==> src/rtl/trgdec_pkg.sv <==
package trgdec_pkg;
  // strobes from the command decoder to the tag datapath
  typedef struct packed {
    logic trigHit;
  } ctrlStrb_t;
endpackage

==> src/rtl/trgdec_ctrl.sv <==
module trgdec_ctrl
  import trgdec_pkg::*;
#(
  parameter int PAT_LEN = 5,
  parameter logic [PAT_LEN-1:0] PATTERN = 5'b11101
) (
  input  logic      clk,
  input  logic      rst,
  input  logic      cmdIn,
  output ctrlStrb_t strb,
  output logic      l1Accept
);
  localparam int IDX_W = (PAT_LEN > 2) ? $clog2(PAT_LEN) : 1;

  // matchIdx = number of pattern bits already matched; values >= PAT_LEN are illegal
  logic [IDX_W-1:0] matchIdx;
  logic [IDX_W-1:0] matchNxt;
  logic             hit;
  logic             expBit;

  always_comb begin
    hit      = 1'b0;
    matchNxt = '0;
    expBit   = 1'b0;
    if (int'(matchIdx) < PAT_LEN) begin
      expBit = PATTERN[IDX_W'(PAT_LEN - 1) - matchIdx];
      if (cmdIn == expBit) begin
        if (int'(matchIdx) == PAT_LEN - 1) begin
          hit      = 1'b1;
          matchNxt = '0;
        end else begin
          matchNxt = matchIdx + IDX_W'(1);
        end
      end
      // mismatch: back to idle, the bit is not reused
    end
    // illegal index: back to idle
  end

  always_ff @(posedge clk) begin
    if (rst) begin
      matchIdx <= '0;
      l1Accept <= 1'b0;
    end else begin
      matchIdx <= matchNxt;
      l1Accept <= hit;
    end
  end

  always_comb begin
    strb         = '0;
    strb.trigHit = hit;
  end
endmodule

==> src/rtl/trgdec_dpath.sv <==
module trgdec_dpath
  import trgdec_pkg::*;
#(
  parameter int L1_W  = 8,
  parameter int BC_W  = 8,
  parameter int DEPTH = 16
) (
  input  logic                 clk,
  input  logic                 rst,
  input  ctrlStrb_t            strb,
  input  logic                 popReq,
  output logic [L1_W+BC_W-1:0] popData,
  output logic                 fifoEmpty,
  output logic                 fifoFull,
  output logic                 overflow
);
  localparam int ENT_W = L1_W + BC_W;
  localparam int PTR_W = $clog2(DEPTH);
  localparam int CNT_W = $clog2(DEPTH + 1);
  localparam bit POW2  = (DEPTH & (DEPTH - 1)) == 0;

  logic [L1_W-1:0]  l1Id;
  logic [BC_W-1:0]  bcId;
  logic [ENT_W-1:0] slot [DEPTH];
  logic [PTR_W-1:0] wrPtr, rdPtr, wrNxt, rdNxt;
  logic [CNT_W-1:0] count;
  logic             doPush, doPop;

  assign fifoEmpty = (count == '0);
  assign fifoFull  = (count == CNT_W'(DEPTH));
  assign doPush    = strb.trigHit && !fifoFull;
  assign doPop     = popReq && !fifoEmpty;
  assign popData   = slot[rdPtr];

  generate
    if (POW2) begin : gWrapNat
      assign wrNxt = wrPtr + PTR_W'(1);
      assign rdNxt = rdPtr + PTR_W'(1);
    end else begin : gWrapCmp
      assign wrNxt = (wrPtr == PTR_W'(DEPTH - 1)) ? '0 : wrPtr + PTR_W'(1);
      assign rdNxt = (rdPtr == PTR_W'(DEPTH - 1)) ? '0 : rdPtr + PTR_W'(1);
    end
  endgenerate

  // counters tagging each accept
  always_ff @(posedge clk) begin
    if (rst) begin
      l1Id <= '0;
      bcId <= '0;
    end else begin
      bcId <= bcId + BC_W'(1);
      if (strb.trigHit) l1Id <= l1Id + L1_W'(1);
    end
  end

  always_ff @(posedge clk) begin
    if (rst) begin
      for (int s = 0; s < DEPTH; s++) slot[s] <= '0;
    end else if (doPush) begin
      for (int s = 0; s < DEPTH; s++)
        if (wrPtr == PTR_W'(s)) slot[s] <= {l1Id, bcId};
    end
  end

  always_ff @(posedge clk) begin
    if (rst) begin
      wrPtr    <= '0;
      rdPtr    <= '0;
      count    <= '0;
      overflow <= 1'b0;
    end else begin
      if (doPush) wrPtr <= wrNxt;
      if (doPop)  rdPtr <= rdNxt;
      case ({doPush, doPop})
        2'b10:   count <= count + CNT_W'(1);
        2'b01:   count <= count - CNT_W'(1);
        default: count <= count;
      endcase
      if (strb.trigHit && fifoFull) overflow <= 1'b1;
    end
  end
endmodule

==> src/rtl/l1_trig_decoder.sv <==
module l1_trig_decoder
  import trgdec_pkg::*;
#(
  parameter int L1_W    = 8,
  parameter int BC_W    = 8,
  parameter int DEPTH   = 16,
  parameter int PAT_LEN = 5,
  parameter logic [PAT_LEN-1:0] PATTERN = 5'b11101
) (
  input  logic                 clk,
  input  logic                 rst,
  input  logic                 cmdIn,
  input  logic                 popReq,
  output logic                 l1Accept,
  output logic [L1_W+BC_W-1:0] popData,
  output logic                 fifoEmpty,
  output logic                 fifoFull,
  output logic                 overflow
);
  ctrlStrb_t strb;

  trgdec_ctrl #(.PAT_LEN(PAT_LEN), .PATTERN(PATTERN)) u_ctrl (
    .clk      (clk),
    .rst      (rst),
    .cmdIn    (cmdIn),
    .strb     (strb),
    .l1Accept (l1Accept)
  );

  trgdec_dpath #(.L1_W(L1_W), .BC_W(BC_W), .DEPTH(DEPTH)) u_dpath (
    .clk       (clk),
    .rst       (rst),
    .strb      (strb),
    .popReq    (popReq),
    .popData   (popData),
    .fifoEmpty (fifoEmpty),
    .fifoFull  (fifoFull),
    .overflow  (overflow)
  );
endmodule

==> config.mk <==
export PLATFORM = sky130hd
export DESIGN_NAME = l1_trig_decoder
export DESIGN_NICKNAME = d
export VERILOG_FILES = /design/src/rtl/trgdec_pkg.sv /design/src/rtl/trgdec_ctrl.sv /design/src/rtl/trgdec_dpath.sv /design/src/rtl/l1_trig_decoder.sv
export SDC_FILE = /design/constraint.sdc
export NUM_CORES = 1
export LEC_CHECK = 0
export ABC_CLOCK_PERIOD_IN_PS = 3400
export BUFFER_PORTS_ARGS = -buffer_cell sky130_fd_sc_hd__buf_2
export CORE_UTILIZATION = 30
export CTS_CLUSTER_SIZE = 25
export DETAILED_ROUTE_END_ITERATION = 10
export PLACE_DENSITY = 0.53
export SLEW_MARGIN = 20
export SYNTH_ARGS = -nofsm -noshare
export SYNTH_HDL_FRONTEND = slang
export SYNTH_SLANG_ARGS = --single-unit
==> constraint.sdc <==
create_clock -name clk -period 3.4 [get_ports clk]
set_input_delay 0.17 -clock clk [delete_from_list [all_inputs] [get_ports clk]]
set_output_delay 0.17 -clock clk [all_outputs]
set_load 0.05 [all_outputs]
==> impl_metrics.csv <==
group,metric,value,unit
global_routing,first_global_vias,7527,
floorplan,initial_utilization,30.5,%
synth,postSynthNetCount,890,
synth,synthesis.yosys.warnings,0,
routing,drt-initial-drc-count,515,
synth,syn_area_per_cell,14.7,um^2
run,maxCapViolCount,0,
global_routing,groute.usage.overall,13.8,%
hold_path,holdCritPathClass,"in -> reg",
placement,placed_cells,1406,
floorplan,floorplan.die_area,0.0436,mm^2
cells_and_area,fillCellCount,4122,
global_routing,grt_antenna_before_repair,0,
routing,first_pass_iteration_count_of_the_detailed_router,5,
critical_path,path_max_fanout,10,
cells_and_area,layout-drive-gt1-share,21.5,%
synth,netlist_instances,872,
sta,finalSetupTns,0,ns
routing,finalWirelength,30100,um
synth,register_area_share_after_synthesis,65.8,%
floorplan,top_level_ports,24,
cells_and_area,final_common_cell,"sky130_fd_sc_hd__edfxtp_1",
clock_tree,cts_buffers,31,
synth,yosysUniqueCellTypes,60,
cells_and_area,insertedDiodeCount,0,
cells_and_area,instances_no_fill,1463,
critical_path,critPathCaptureType,"register",
sta,period_share,89.9,%
routing,routed-via-count,7286,
run_status,status,"complete, no violations",
clock_tree,cts.clk_slew.worst_paths,0.05,ns
cells_and_area,fin_nets,918,
cells_and_area,share_of_the_core_filled_with_cells,34.8,%
sta,max-slew-margin-rel,35.3,%
clock_tree,cts_hold_buffers,0,
clock_tree,ctsRootBufferMaster,"sky130_fd_sc_hd__clkbuf_16",
clock_tree,clock_latency,0.56,ns
clock_tree,cts_sinks,294,
critical_path,critPathRequiredTime,3.89,ns
clock_tree,tritoncts,"built",
clock_tree,clockBufferDepth,3,
critical_path,worstSetupPathType,"reg -> reg",
cells_and_area,layout.cells.most_common_list,"sky130_fd_sc_hd__edfxtp_1 (256), sky130_fd_sc_hd__nor2_1 (194), sky130_fd_sc_hd__mux4_2 (64), sky130_fd_sc_hd__dfxtp_1 (36), sky130_fd_sc_hd__buf_4 (34)",
sta,tightest_slew,0.970,ns
pwr,powerDensity,654,mW/mm^2
sta,period_needed,3.06,ns
floorplan,fp.coreArea,0.0420,mm^2
placement,place.gp.congestion,0.750,
sta,fin_skew,0.0192,ns
floorplan,rows,75,
routing,antenna_violating_nets_left,0,
synth,synth.ff_latch_count,294,
clock_tree,htreeDepth,1,
sta,report.final.hold_viol_count,0,
placement,hpwl_reported_at_the_end_of_detailed_placement,19000,um
cells_and_area,multiInputGateArea,0.00396,mm^2
cells_and_area,syn_to_final_growth,13.9,%
sta,timing.final.max_slew_violations,0,
pwr,leakagePower,0.00505,uW
global_routing,overall_overflow_remaining_after_global_route,0,
global_routing,grt_pass1_wl,46100,um
critical_path,setup.worst_path.start_class,"register",
cells_and_area,layout.area.seq,0.00845,mm^2
placement,portBuffers,23,
synth,mappedNetlistArea,0.0128,mm^2
floorplan,chip_width,209,um
routing,remaining_drc_errors,0,
floorplan,floorplan.die.height,209,um
sta,max_freq,327,MHz
critical_path,critPathArrivalTime,3.55,ns
routing,routed_vias_inst,4.98,
global_routing,grt_start_max_net_pins,65,
sta,final_number_of_setup_violating_endpoints,0,
sta,rsz0062_at_grt,"no",
routing,routed_wire_length_per_instance,20.6,um
pwr,ir_worst_vdd,0.483,mV
-- synthesized netlist by cell type (all sizes together) --
cell	instances	area share, %
or4	2	0.15
o211ai	2	0.12
mux2	8	0.73
a41o	4	0.31
edfxtp	256	60
a21o	2	0.12
and2	3	0.15
nor2	194	5.7
inv	29	0.85
ha	14	1.4
buf	29	1.5
nand2	28	0.88
nor4b	1	0.068
nand3b	1	0.059
o21a	1	0.059
or3b	1	0.068
clkbuf	37	1.1
nor3b	2	0.12
a221oi	2	0.14
a21oi	5	0.19
a2111oi	4	0.35
or2b	3	0.18
mux2i	4	0.31
or4bb	1	0.088
a22oi	32	1.9
o22ai	1	0.049
nor2b	4	0.19
and3	4	0.19
o21ai	5	0.31
nand4b	2	0.14
or3	2	0.097
mux4	64	11
and4	1	0.088
o221ai	1	0.068
or4b	1	0.078
dfxtp	38	5.9
nor3	5	0.19
o41ai	1	0.068
nor4	7	0.46
o31ai	1	0.059
nand3	12	0.62
nand4	11	1.2
xor2	10	0.68
xnor2	5	0.49
nand2b	32	1.6
-- critical path: stages, from the launching register on --
cell                       delay [ns]
sky130_fd_sc_hd__dfxtp_1         0.33
sky130_fd_sc_hd__inv_1           0.05
sky130_fd_sc_hd__ha_1            0.19
sky130_fd_sc_hd__ha_1            0.26
sky130_fd_sc_hd__nand2b_2        0.23
sky130_fd_sc_hd__xnor2_4         0.14
sky130_fd_sc_hd__and4_4          0.20
sky130_fd_sc_hd__inv_1           0.08
sky130_fd_sc_hd__ha_2            0.27
sky130_fd_sc_hd__xor2_1          0.17
sky130_fd_sc_hd__ha_1            0.17
sky130_fd_sc_hd__a21oi_1         0.07
sky130_fd_sc_hd__a221oi_2        0.30
sky130_fd_sc_hd__or4b_1          0.46
sky130_fd_sc_hd__nand3_1         0.09
-- power breakdown --
| group | internal (uW) | total, uW | switching (uW) |
|---|---|---|---|
| Combinational | 852 | 2060 | 1210 |
| Sequential | 4070 | 4230 | 160 |
| Clock | 1920 | 3260 | 1330 |
-- kinds of logic after synthesis --
logic type,Yosys count,share of synthesized area [%]
xor gates and xnor gates,15,1.17
AOI/OAI and AO/OA,61,3.71
muxes,76,12.3
DFF,294,65.8
buffers and inverters,95,3.43
adders and majority gates,14,1.36
and+or+nand+nor,317,12.2
-- stage by stage --
| step | hold slack, ns | setup WS [ns] | area, um^2 | power [uW] |
|---|---|---|---|---|
| 4_1_cts | 0.0337 | 0.181 | 14600 | 9670 |
| 5_1_grt | 0.118 | 0.0754 | 14600 | 9960 |
| 6_report | 0.0464 | 0.344 | 14600 | 9550 |
| 3_3_place_gp | 0.460 | 0.213 | 13600 | 6390 |
| 3_5_place_dp | 0.468 | 0.199 | 13600 | 6410 |
| 2_1_floorplan | 0.417 | 0.0259 | 12800 | 5870 |
-- layout make-up --
type | instances | share of cell area, %
clock buffers | 50 | 6.07
clock inverters | 7 | 0.599
inverters | 29 | 0.745
multi-input cells | 483 | 27.1
flip-flops and latches | 294 | 57.8
well taps | 539 | 4.61
repair buffers | 61 | 3.08
-- registers in the layout, summed over array words and instances (netlist names), named ones only --
signal	count
u_ctrl.l1Accept	1
u_ctrl.matchIdx	3
u_dpath.bcId	8
u_dpath.count	5
u_dpath.l1Id	8
u_dpath.overflow	1
u_dpath.rdPtr	4
u_dpath.slot	256
u_dpath.wrPtr	4
-- worst paths after layout --
check,startpoint,to,slack [ns],cells past startpoint
worst max-delay path,u_ctrl.matchIdx[0],u_dpath.count[4],0.34,14
worst min-delay path,popReq,register,0.05,4
worst max register to register,u_ctrl.matchIdx[0],u_dpath.count[4],0.34,14
worst min register to register,u_dpath.bcId[0],u_dpath.bcId[0],0.47,1
-- what timing repair did --
| item | 4_1_cts | 5_1_grt |
|---|---|---|
| setup buffers | 0 | 0 |
| resized for setup | 0 | 2 |
| endpoints found under the setup margin | 0 | 1 |
-- routing by layer --
layer  global-route usage [%]  routed length, um
met1                     19.0              13400
met2                     23.2              14700
met3                     2.01               1380
met4                     3.25                593
met5                        0                  0
Note: power is estimated with default switching activity, not from simulation.
